**src/rtl/intc_prio.sv**
```systemverilog
module intc_prio #(
  parameter int VEC_BASE = 3,
  parameter int VEC_STEP = 8
) (
  input  logic        clk,
  input  logic        rst_n,
  input  logic        last_cycle,
  input  logic        hold,
  input  logic        reti,
  input  logic [7:0]  ie,
  input  logic [5:0]  pri_lo,
  input  logic [5:0]  pri_hi,
  input  logic [6:0]  flag_in,
  input  logic [1:0]  ext_edge,
  output logic        irq_take,
  output logic [15:0] vector,
  output logic [1:0]  level,
  output logic [6:0]  flag_clr
);
  localparam int N_SRC = 7;
  localparam int N_LVL = 4;

  logic [N_SRC-1:0] flag_q;
  logic [N_LVL-1:0] isv, isv_nxt;
  logic [N_SRC-1:0] req, clr_mask;
  logic             found;
  logic [2:0]       win;
  logic [1:0]       wlvl, top;

  always_ff @(posedge clk or negedge rst_n)
    if (!rst_n) flag_q <= '0;
    else        flag_q <= flag_in;

  assign req = flag_q & ie[N_SRC-1:0] & {N_SRC{ie[7]}};

  function automatic logic [1:0] src_lvl(input int i, input logic [5:0] hi, input logic [5:0] lo);
    return (i == N_SRC-1) ? 2'd0 : {hi[i], lo[i]};
  endfunction

  always_comb begin
    found = 1'b0;
    win   = '0;
    wlvl  = '0;
    for (int l = N_LVL-1; l >= 0; l--)
      for (int i = 0; i < N_SRC; i++)
        if (!found && req[i] && src_lvl(i, pri_hi, pri_lo) == 2'(l)) begin
          found = 1'b1;
          win   = 3'(i);
          wlvl  = 2'(l);
        end
  end

  always_comb begin
    top = '0;
    for (int l = 0; l < N_LVL; l++)
      if (isv[l]) top = 2'(l);
  end

  assign irq_take = last_cycle && !hold && found && ((isv == '0) || (wlvl > top));
  assign vector   = 16'(VEC_BASE + VEC_STEP * int'(win));
  assign level    = wlvl;
  assign clr_mask = {3'b000, 1'b1, ext_edge[1], 1'b1, ext_edge[0]};
  assign flag_clr = irq_take ? (clr_mask & (7'd1 << win)) : '0;

  always_comb begin
    isv_nxt = isv;
    if (reti && isv != '0) isv_nxt[top] = 1'b0;
    if (irq_take)          isv_nxt[wlvl] = 1'b1;
  end

  always_ff @(posedge clk or negedge rst_n)
    if (!rst_n) isv <= '0;
    else        isv <= isv_nxt;
endmodule


```
**config.mk**
```make
export PLATFORM = sky130hd
export DESIGN_NAME = intc_prio
export DESIGN_NICKNAME = d
export VERILOG_FILES = /design/src/rtl/intc_prio.sv
export SDC_FILE = /design/constraint.sdc
export NUM_CORES = 1
export LEC_CHECK = 0
export ABC_AREA = 0
export BUFFER_PORTS_ARGS = -buffer_cell sky130_fd_sc_hd__buf_2
export CAP_MARGIN = 20
export CORE_MARGIN = 2
export CORE_UTILIZATION = 45
export CTS_BUF_LIST = sky130_fd_sc_hd__clkbuf_2
export DETAILED_ROUTE_END_ITERATION = 8
export GPL_ROUTABILITY_DRIVEN = 0
export MAX_ROUTING_LAYER = met4
export PLACE_DENSITY = 0.81
export SYNTH_ARGS = -nofsm -noshare
export SYNTH_HDL_FRONTEND = slang
export SYNTH_SLANG_ARGS = --single-unit
```
**constraint.sdc**
```tcl
create_clock -name clk -period 4.8 [get_ports clk]
set_input_delay 0.24 -clock clk [delete_from_list [all_inputs] [get_ports clk]]
set_output_delay 0.24 -clock clk [all_outputs]
set_load 0.01 [all_outputs]
```
==> results.py, run 1 <==
metrics = {
    "route": {
        "via_per_inst": 5.84,
        "num_vias": 1343,
        "route.detailed.drc": 0,
        "drt-wirelength-per-cell_um": 13.2,
        "drt_iter0_markers": 35,
        "drt-total-wl_um": 3040,
        "dr.pass1.iters": 4,
        "postRouteAntennaNets": 0,
    },
    "place": {
        "dp_cells": 225,
        "numPortBuffers": 43,
        "dpl.hpwl_um": 2530,
    },
    "timing": {
        "tns_ns": 0,
        "max_freq_ghz": 0.263,
        "setup_viol": 0,
        "fin_crit_sh": 0.791,
        "slew-limit-headroom": 0.584,
        "skew_ns": 0.00236,
        "tightest_slew_ns": 0.622,
        "final_max_slew_viol_count": 0,
        "fin_crit_ns": 3.80,
        "rsz0062_at_grt": "false",
        "finalHoldViolCount": 0,
    },
    "worst_setup_path": {
        "cp_slowest_cell": "or3_1",
        "r2r_start": "flag_q[1]",
        "required_ns": 4.56,
        "crit_path_cell_trace": "and4_1 > a2bb2oi_2 > nand3_2 > or3_1 > o21ai_0 > inv_1 > ha_1 > a21oi_1 > o21ai_0 > or3_1 > nor3b_1 > buf_2",
        "crit_path_max_fanout": 9,
        "arrival_ns": 3.56,
        "crit_type": "reg2out",
        "path_delay_family": "simple AND/OR/NAND/NOR gates",
        "slowest_delay_ns": 0.50,
        "cp_num_buf_inv": 2,
        "end_kind": "output pin",
        "cp-start-kind": "flop",
        "crit_start": "flag_q[1]",
    },
    "outcome": {
        "status": "completed",
    },
    "finish": {
        "fin_nets": 236,
        "fin_util": 0.536,
        "drive_gt1_frac": 0.286,
        "diodes": 0,
        "syn2layout_area_growth_pct": 14.7,
        "fin_cells": 230,
    },
    "yosys": {
        "yosysUniqueCellTypes": 49,
        "syn_area_per_cell_um2": 8.06,
        "synthDominantCellAreaShare": 0.218,
        "syn_inst": 157,
        "ys_ff_latch": 11,
        "synth_edf_count": 0,
        "yosysTopAreaCell": "dfrtp_1",
        "postSynth.asyncResetShare": 1.00,
        "synth_flop_cell": "dfrtp_1",
        "ys_warn_count": 0,
        "syn_area_um2": 1260,
        "synthTopCellsByArea": "dfrtp_1 (22%), buf_4 (9.5%), inv_1 (3.6%), nor2_1 (3.6%), nand4b_1 (2.8%)",
        "ys_seq_area_frac": 0.218,
    },
    "die": {
        "pin_count": 60,
        "die_w_um": 57.0,
        "start_util": 0.467,
        "std_cell_rows": 19,
        "dieArea_um2": 3250,
        "die_h_um": 57.0,
        "core_um2": 2710,
    },
    "global_route": {
        "grt_pass1_vias": 1152,
        "grt_use_total": 0.189,
        "grt_max_degree": 20,
        "gr-total-overflow": 0,
        "grt_pass1_wl_um": 4730,
        "antenna_found_initial": 0,
    },
    "worst_hold_path": {
        "hp-class": "in2reg",
        "min_from": "flag_in[4]",
    },
    "pwr": {
        "p_leak_nw": 0.725,
        "powerDensity_nw_per_um2": 187,
        "ir_drop_mv": 0.187,
    },
    "clocking": {
        "clockBufferDepth": 2,
        "worst_skew_pair.late_latency_ns": 0.25,
        "cts_tree": "done",
        "root_buffer": "clkbuf_2",
        "clk_pin_slew_worst_paths_ns": 0.10,
        "cts_buffers": 3,
        "cts.sinks": 11,
        "htree_levels": 1,
    },
    "run": {
        "drv_cap": 0,
    },
}
[state kept, by name, summed over array words and instances (netlist names)]
signal	count
flag_q	7
isv	4
[cells in the mapped netlist, drive strengths merged (2+ instances only)]
master   count
nand4b       4
nor2        12
o2bb2ai      3
a31oi        4
o211ai       2
and4         5
o32ai        2
o21ai        4
nand3        6
a21o         3
or2          2
dfrtp       11
nor2b        2
ha           2
buf         18
a22oi        2
o2111ai      2
conb         2
o31ai        3
nor3         4
a211oi       2
nand2b       2
o22ai        4
a21oi        5
and4b        3
nand4        4
nand2        9
a2bb2oi      3
nor4         3
clkbuf       2
or3          4
inv         12
[through the flow]
step | power [mW] | area [µm²] | hold WS [ns] | setup slack, ns
after floorplan | 0.192 | 1320 | -0.0556 | 1.40
after global routing | 0.291 | 1450 | 0.0510 | 0.741
after global placement | 0.218 | 1420 | 0.111 | 1.38
after CTS | 0.272 | 1450 | 0.0664 | 1.05
after detailed placement | 0.219 | 1420 | 0.116 | 1.30
final | 0.271 | 1450 | 0.0814 | 1.00
[report_power, final]
group          internal [mW]  switching (mW)
Clock                 0.0221          0.0290
Combinational         0.0478          0.0675
Sequential            0.0999         0.00477
Total                  0.170           0.101
[what timing repair did]
item / CTS / global route
setup buffers: 0 / 0
endpoints found under the hold margin: 11 / 0
hold buffers: 1 / 0
setup endpoints to repair: 0 / 0
resized for setup: 0 / 0
[worst paths after layout]
kind / end / slack, ns / cells after the start
setup / recovery: flag_clr[1] / 1.00 / 12
hold / removal: flag_q[4] / 0.08 / 1
setup reg to reg: isv[0] / 1.66 / 11
hold reg to reg: isv[0] / 0.54 / 2
max in group asynchronous: flag_q[6] / 4.23 / 2
min in group asynchronous: flag_q[4] / 0.37 / 2
[final cells by class]
class                   count  area [µm²]
fillers                   277        1260
multi-input cells         128         847
flip-flops and latches     11         275
repair buffers             44         225
inverters                  12        45.0
well taps                  31        38.8
clock buffers               4        20.0
[cells in the final DEF (no fill, tap or decap), types with 2 or more instances in the layout]
cell type / count
a211oi_1: 2
a21o_1: 3
a21oi_1: 5
a2bb2oi_2: 2
a31oi_1: 4
and4_1: 3
and4_4: 2
and4b_1: 3
buf_2: 43
clkbuf_2: 4
conb_1: 16
dfrtp_1: 11
ha_1: 2
inv_1: 12
nand2_1: 9
nand2b_1: 2
nand3_1: 5
nand4_1: 4
nand4b_1: 4
nor2_1: 12
nor2b_1: 2
nor3_1: 4
nor4_1: 3
o2111ai_1: 2
o211ai_1: 2
o21ai_0: 4
o22ai_1: 4
o2bb2ai_1: 3
o31ai_1: 2
o32ai_1: 2
or2_2: 2
or3_1: 4
[logic make-up (layout without fill, tap and decap cells)]
| group | count (synthesis) | after routing | share of synthesized area |
|---|---|---|---|
| simple gates | 67 | 67 | 0.332 |
| compound gates | 43 | 43 | 0.270 |
| buf+inv | 32 | 60 | 0.154 |
| flops | 11 | 11 | 0.218 |
| fa+ha+maj | 2 | 2 | 0.0198 |
| other cells | 2 | 16 | 0.00594 |
[metal layers]
metal  up-vias  share of wire  GRT usage
met5         -              0          -
li1        655              -          -
met4         0          0.015     0.0897
met1       601           0.43      0.231
met3         7          0.091     0.0227
met2        80           0.46      0.310
Note: power is estimated with default switching activity, not from simulation.
==> inputs of run 2 (changes only) <==
- CORE_UTILIZATION: 45 -> 43
- clock period: 4.8 -> 3.29 ns (I/O delays scaled with it)
==> results.py, run 2 (same netlist as run 1, synthesis figures left out) <==
metrics = {
    "global_route": {
        "antenna_found_initial": 0,
        "gr-total-overflow": 0,
        "grt_pass1_vias": 1166,
        "grt_pass1_wl_um": 4780,
        "grt_use_total": 0.184,
        "grt_max_degree": 20,
    },
    "finish": {
        "diodes": 0,
        "fin_nets": 251,
        "drive_gt1_frac": 0.364,
        "multiInputGateArea_um2": 946,
        "biggestRegsByFlops": "flag_q (7), isv (4)",
        "layout_commonest_cell": "buf_2",
        "regMostFlops": "flag_q",
        "final_cell_mix": "buf_2 (43), conb_1 (16), nor2_1 (12)",
        "fin_cells": 245,
        "syn2layout_area_growth_pct": 32.8,
        "final_area_um2": 1680,
        "largest_reg_flops": 7,
        "regArea_um2": 275,
        "fillCellCount": 231,
    },
    "timing": {
        "setup_viol": 0,
        "fin_crit_ns": 3.20,
        "skew_ns": 0.00464,
        "finalHoldViolCount": 0,
        "slew-limit-headroom": 0.567,
        "max_freq_ghz": 0.312,
        "rsz0062_at_grt": "true",
        "fin_crit_sh": 0.973,
        "final_max_slew_viol_count": 0,
        "tightest_slew_ns": 0.645,
    },
    "pwr": {
        "finalPower_mw": 0.430,
        "powerDensity_nw_per_um2": 256,
        "clkPwrFrac": 0.161,
        "p_int_mw": 0.271,
        "p_leak_nw": 0.814,
        "comb_power_share": 0.484,
        "seqPwrFrac": 0.355,
        "ir_drop_mv": 0.319,
        "switching_share": 0.371,
        "switching_power_mw": 0.160,
    },
    "worst_setup_path": {
        "end_kind": "output pin",
        "slowest_delay_ns": 0.39,
        "crit_path_max_fanout": 8,
        "crit_type": "reg2out",
        "crit_start": "flag_q[2]",
        "r2r_start": "flag_q[2]",
        "arrival_ns": 3.04,
        "cp_slowest_cell": "dfrtp_1",
        "cp-start-kind": "flop",
        "required_ns": 3.13,
        "crit_path_cell_trace": "nand4_1 > a2bb2oi_4 > nand3_2 > or3_4 > buf_4 > ha_1 > a21oi_1 > a21oi_1 > o21ai_1 > buf_4 > o21bai_1 > inv_1 > buf_2",
    },
    "route": {
        "dr.pass1.iters": 4,
        "drt_iter0_markers": 65,
        "postRouteAntennaNets": 0,
        "drt-total-wl_um": 3550,
        "drt-wirelength-per-cell_um": 14.5,
        "num_vias": 1424,
        "route.detailed.drc": 0,
        "via_per_inst": 5.81,
    },
    "worst_hold_path": {
        "min_from": "reti",
        "hp-class": "in2reg",
    },
    "outcome": {
        "status": "completed",
    },
    "clocking": {
        "cts_tree": "done",
        "cts_buffers": 3,
        "htree_levels": 1,
        "clockBufferDepth": 2,
        "root_buffer": "clkbuf_2",
        "worst_skew_pair.late_latency_ns": 0.24,
        "clk_pin_slew_worst_paths_ns": 0.09,
        "cts.sinks": 11,
    },
    "die": {
        "core_um2": 2780,
        "die_h_um": 58.2,
        "die_w_um": 58.2,
        "start_util": 0.455,
        "std_cell_rows": 19,
        "dieArea_um2": 3390,
        "pin_count": 60,
    },
    "place": {
        "placed_cell_area_um2": 1440,
        "numPortBuffers": 43,
        "dpl.hpwl_um": 2520,
        "dp_cells": 227,
    },
    "run": {
        "drv_cap": 0,
    },
}
-- run 2: power groups by stage --
stage	Combinational, mW	Sequential, mW	Clock [mW]
floorplan	0.127	0.154	0
global placement	0.170	0.155	0
detailed placement	0.170	0.155	0
CTS	0.175	0.153	0.0724
global route	0.229	0.154	0.0836
finish	0.208	0.153	0.0694
-- run 2: layout make-up --
cell class / count / area share
repair buffers: 59 / 0.211
inverters: 12 / 0.0268
well taps: 31 / 0.0231
multi-input cells: 128 / 0.563
flip-flops and latches: 11 / 0.164
clock buffers: 4 / 0.0119
-- run 2: worst paths after layout --
check                                 end  cells after the start  slack, ns
max in group asynchronous       flag_q[6]                      2       2.80
min in group asynchronous       flag_q[4]                      2       0.30
worst min register to register     isv[0]                      2       0.53
worst min-delay path               isv[3]                      2       0.15
worst max register to register     isv[3]                     12       0.44
worst max-delay path             irq_take                     13       0.09
-- run 2: what timing repair did --
item | CTS | global route
hold buffers | 1 | 7
pin swaps | 1 | 11
hold endpoints to repair | 11 | 7
buffers inserted | 0 | 6
gates resized for setup | 3 | 16
endpoints found under the setup margin | 2 | 5
-- run 2: worst max-delay path: cells and delay by family (launching register included) --
family | cells | cell delay, ns
AOI/OAI and AO/OA | 5 | 0.80
adders and majority gates | 1 | 0.31
buffers and inverters | 4 | 0.55
DFF | 1 | 0.39
and+or+nand+nor | 3 | 0.74
-- run 2: metrics by stage --
stage                util  worst slack [ns]  hold WS [ns]  setup TNS [ns]
floorplan               -             0.107        -0.131               0
global placement    0.516             0.265        0.0334               0
detailed placement  0.516             0.224        0.0378               0
CTS                 0.533           0.00555        0.0123               0
global route        0.604           -0.0933         0.112          -0.332
finish              0.604            0.0879         0.153               0
-- run 2: routing by layer --
metal | global-route usage | part of all wire | vias to the layer above
li1 | - | - | 684
met1 | 0.237 | 0.40 | 664
met2 | 0.299 | 0.52 | 70
met3 | 0.00893 | 0.062 | 6
met4 | 0.0831 | 0.012 | 0
met5 | - | 0 | -
==> inputs of run 3 (changes only) <==
- CORE_ASPECT_RATIO: default -> 1.5
==> results.py, run 3 (same netlist as run 1, synthesis figures left out) <==
metrics = {
    "pwr": {
        "powerDensity_nw_per_um2": 264,
        "finalPower_mw": 0.428,
        "p_leak_nw": 0.786,
        "ir_drop_mv": 0.226,
    },
    "timing": {
        "setup_viol": 0,
        "fin_crit_ns": 3.11,
        "skew_ns": 0.00167,
        "finalHoldViolCount": 0,
        "max_freq_ghz": 0.321,
        "fin_hold_ws_ns": 0.0311,
        "fin_crit_sh": 0.946,
        "slew-limit-headroom": 0.576,
        "tightest_slew_ns": 0.627,
        "final_max_slew_viol_count": 0,
    },
    "clocking": {
        "clk_pin_slew_worst_paths_ns": 0.09,
        "worst_skew_pair.late_latency_ns": 0.23,
        "root_buffer": "clkbuf_2",
        "htree_levels": 1,
        "cts.sinks": 11,
        "cts_buffers": 3,
        "cts_tree": "done",
        "clockBufferDepth": 2,
    },
    "finish": {
        "fillCellCount": 270,
        "final_cell_mix": "buf_2 (43), conb_1 (16), nor2_1 (12)",
        "regMostFlops": "flag_q",
        "regArea_um2": 275,
        "diodes": 0,
        "biggestRegsByFlops": "flag_q (7), isv (4)",
        "drive_gt1_frac": 0.359,
        "multiInputGateArea_um2": 923,
        "syn2layout_area_growth_pct": 28.3,
        "fin_nets": 246,
        "fin_util": 0.569,
        "final_area_um2": 1620,
        "largest_reg_flops": 7,
        "layout_commonest_cell": "buf_2",
        "fin_cells": 248,
    },
    "worst_setup_path": {
        "reg2reg_slack_ns": 0.53,
        "cp_slowest_cell": "dfrtp_1",
        "crit_path_cell_trace": "and4_4 > a22oi_2 > nand3_2 > or3_4 > o21ai_4 > inv_2 > ha_1 > inv_1 > a21oi_1 > a21oi_1 > o21ai_2 > or3_4 > nor3_1 > buf_2",
        "reg2reg_depth": 14,
        "r2r_start": "flag_q[4]",
        "required_ns": 3.13,
        "arrival_ns": 2.95,
        "cp-start-kind": "flop",
        "slowest_delay_ns": 0.41,
        "end_kind": "output pin",
        "cp_num_buf_inv": 3,
        "path_delay_family": "simple AND/OR/NAND/NOR gates",
        "r2r_end": "isv[1]",
        "crit_path_max_fanout": 4,
        "crit_type": "reg2out",
    },
    "outcome": {
        "status": "completed",
    },
    "die": {
        "start_util": 0.443,
        "dieArea_um2": 3400,
        "die_h_um": 70.4,
        "core_um2": 2850,
        "pin_count": 60,
        "die_w_um": 48.3,
        "std_cell_rows": 24,
    },
    "place": {
        "numPortBuffers": 43,
        "placed_cell_area_um2": 1450,
        "dp_cells": 235,
        "dpl.hpwl_um": 2570,
    },
    "worst_hold_path": {
        "hp-class": "in2reg",
        "worstHoldPathCells": 1,
        "whs_endpoint": "flag_q[3]",
        "min_from": "flag_in[3]",
    },
    "global_route": {
        "antenna_found_initial": 0,
        "grt_max_degree": 20,
        "grt_use_total": 0.188,
        "gr-total-overflow": 0,
        "grt_pass1_vias": 1121,
        "grt_pass1_wl_um": 4710,
    },
    "route": {
        "num_vias": 1357,
        "route.detailed.drc": 0,
        "dr.pass1.iters": 4,
        "drt-total-wl_um": 3230,
        "drt_iter0_markers": 33,
        "via_per_inst": 5.47,
        "postRouteAntennaNets": 0,
        "drt-wirelength-per-cell_um": 13.0,
    },
    "run": {
        "drv_cap": 0,
    },
}
-- run 3: cell types whose count changed in the layout (fill, tap and decap cells not counted), sizes merged --
cell         delta
dlygate4sd3     -3
buf             -2
-- run 3: power by group --
part,leakage (nW),internal (mW),switching [mW]
Combinational,0.633,0.0915,0.115
Clock,0.0166,0.0323,0.0363
Sequential,0.136,0.146,0.00724
-- run 3: timing repair --
item                                    in CTS  in global routing
hold buffers                                 1                  4
pin swaps                                    1                 11
gates resized for setup                      2                 14
hold endpoints to repair                    11                  4
endpoints found under the setup margin       3                  5
buffers inserted                             0                  4
-- run 3: routing by layer --
layer | global-route usage | vias up | wire length [µm] | share of wire
met5 | - | - | 0 | 0
met4 | 0.0841 | 0 | 70 | 0.022
met3 | 0.00775 | 8 | 171 | 0.053
met2 | 0.301 | 48 | 1720 | 0.53
met1 | 0.232 | 628 | 1260 | 0.39
li1 | - | 673 | - | -
-- run 3: cell type report --
type,count,area share
Clock buffer,4,0.0123
Inverter,12,0.0278
Multi-Input combinational cell,128,0.569
Sequential cell,11,0.170
Tap cell,39,0.0301
Timing Repair Buffer,54,0.191
-- run 3: worst max path at each step --
| stage | end | cells after the start | slack [ns] | from |
|---|---|---|---|---|
| final | flag_clr[3] | 14 | 0.18 | flag_q[4] |
| after global routing | flag_clr[1] | 14 | -0.003 | flag_q[2] |
| after CTS | flag_clr[1] | 12 | 0.006 | flag_q[1] |
| after detailed placement | flag_clr[1] | 12 | 0.22 | flag_q[1] |
| after global placement | flag_clr[1] | 13 | 0.28 | ie[7] |
| after floorplan | flag_clr[1] | 12 | 0.11 | flag_q[1] |
-- run 3: metrics by stage --
stage,worst slack (ns),setup TNS (ns)
final,0.178,0
after global routing,-0.00327,-0.00327
after CTS,0.00615,0
after detailed placement,0.223,0
after global placement,0.275,0
after floorplan,0.107,0
-- run 3: worst register-to-register path, cell delays in order (launching register included) --
cell and delay (ns):
dfrtp_1 0.41, and4_4 0.19, a22oi_2 0.19, nand3_2 0.13
or3_4 0.37, o21ai_4 0.17, inv_2 0.05, ha_1 0.18
inv_1 0.05, a21oi_1 0.07, a21oi_1 0.15, o21ai_2 0.09
buf_4 0.15, o21bai_1 0.21, o31ai_1 0.24
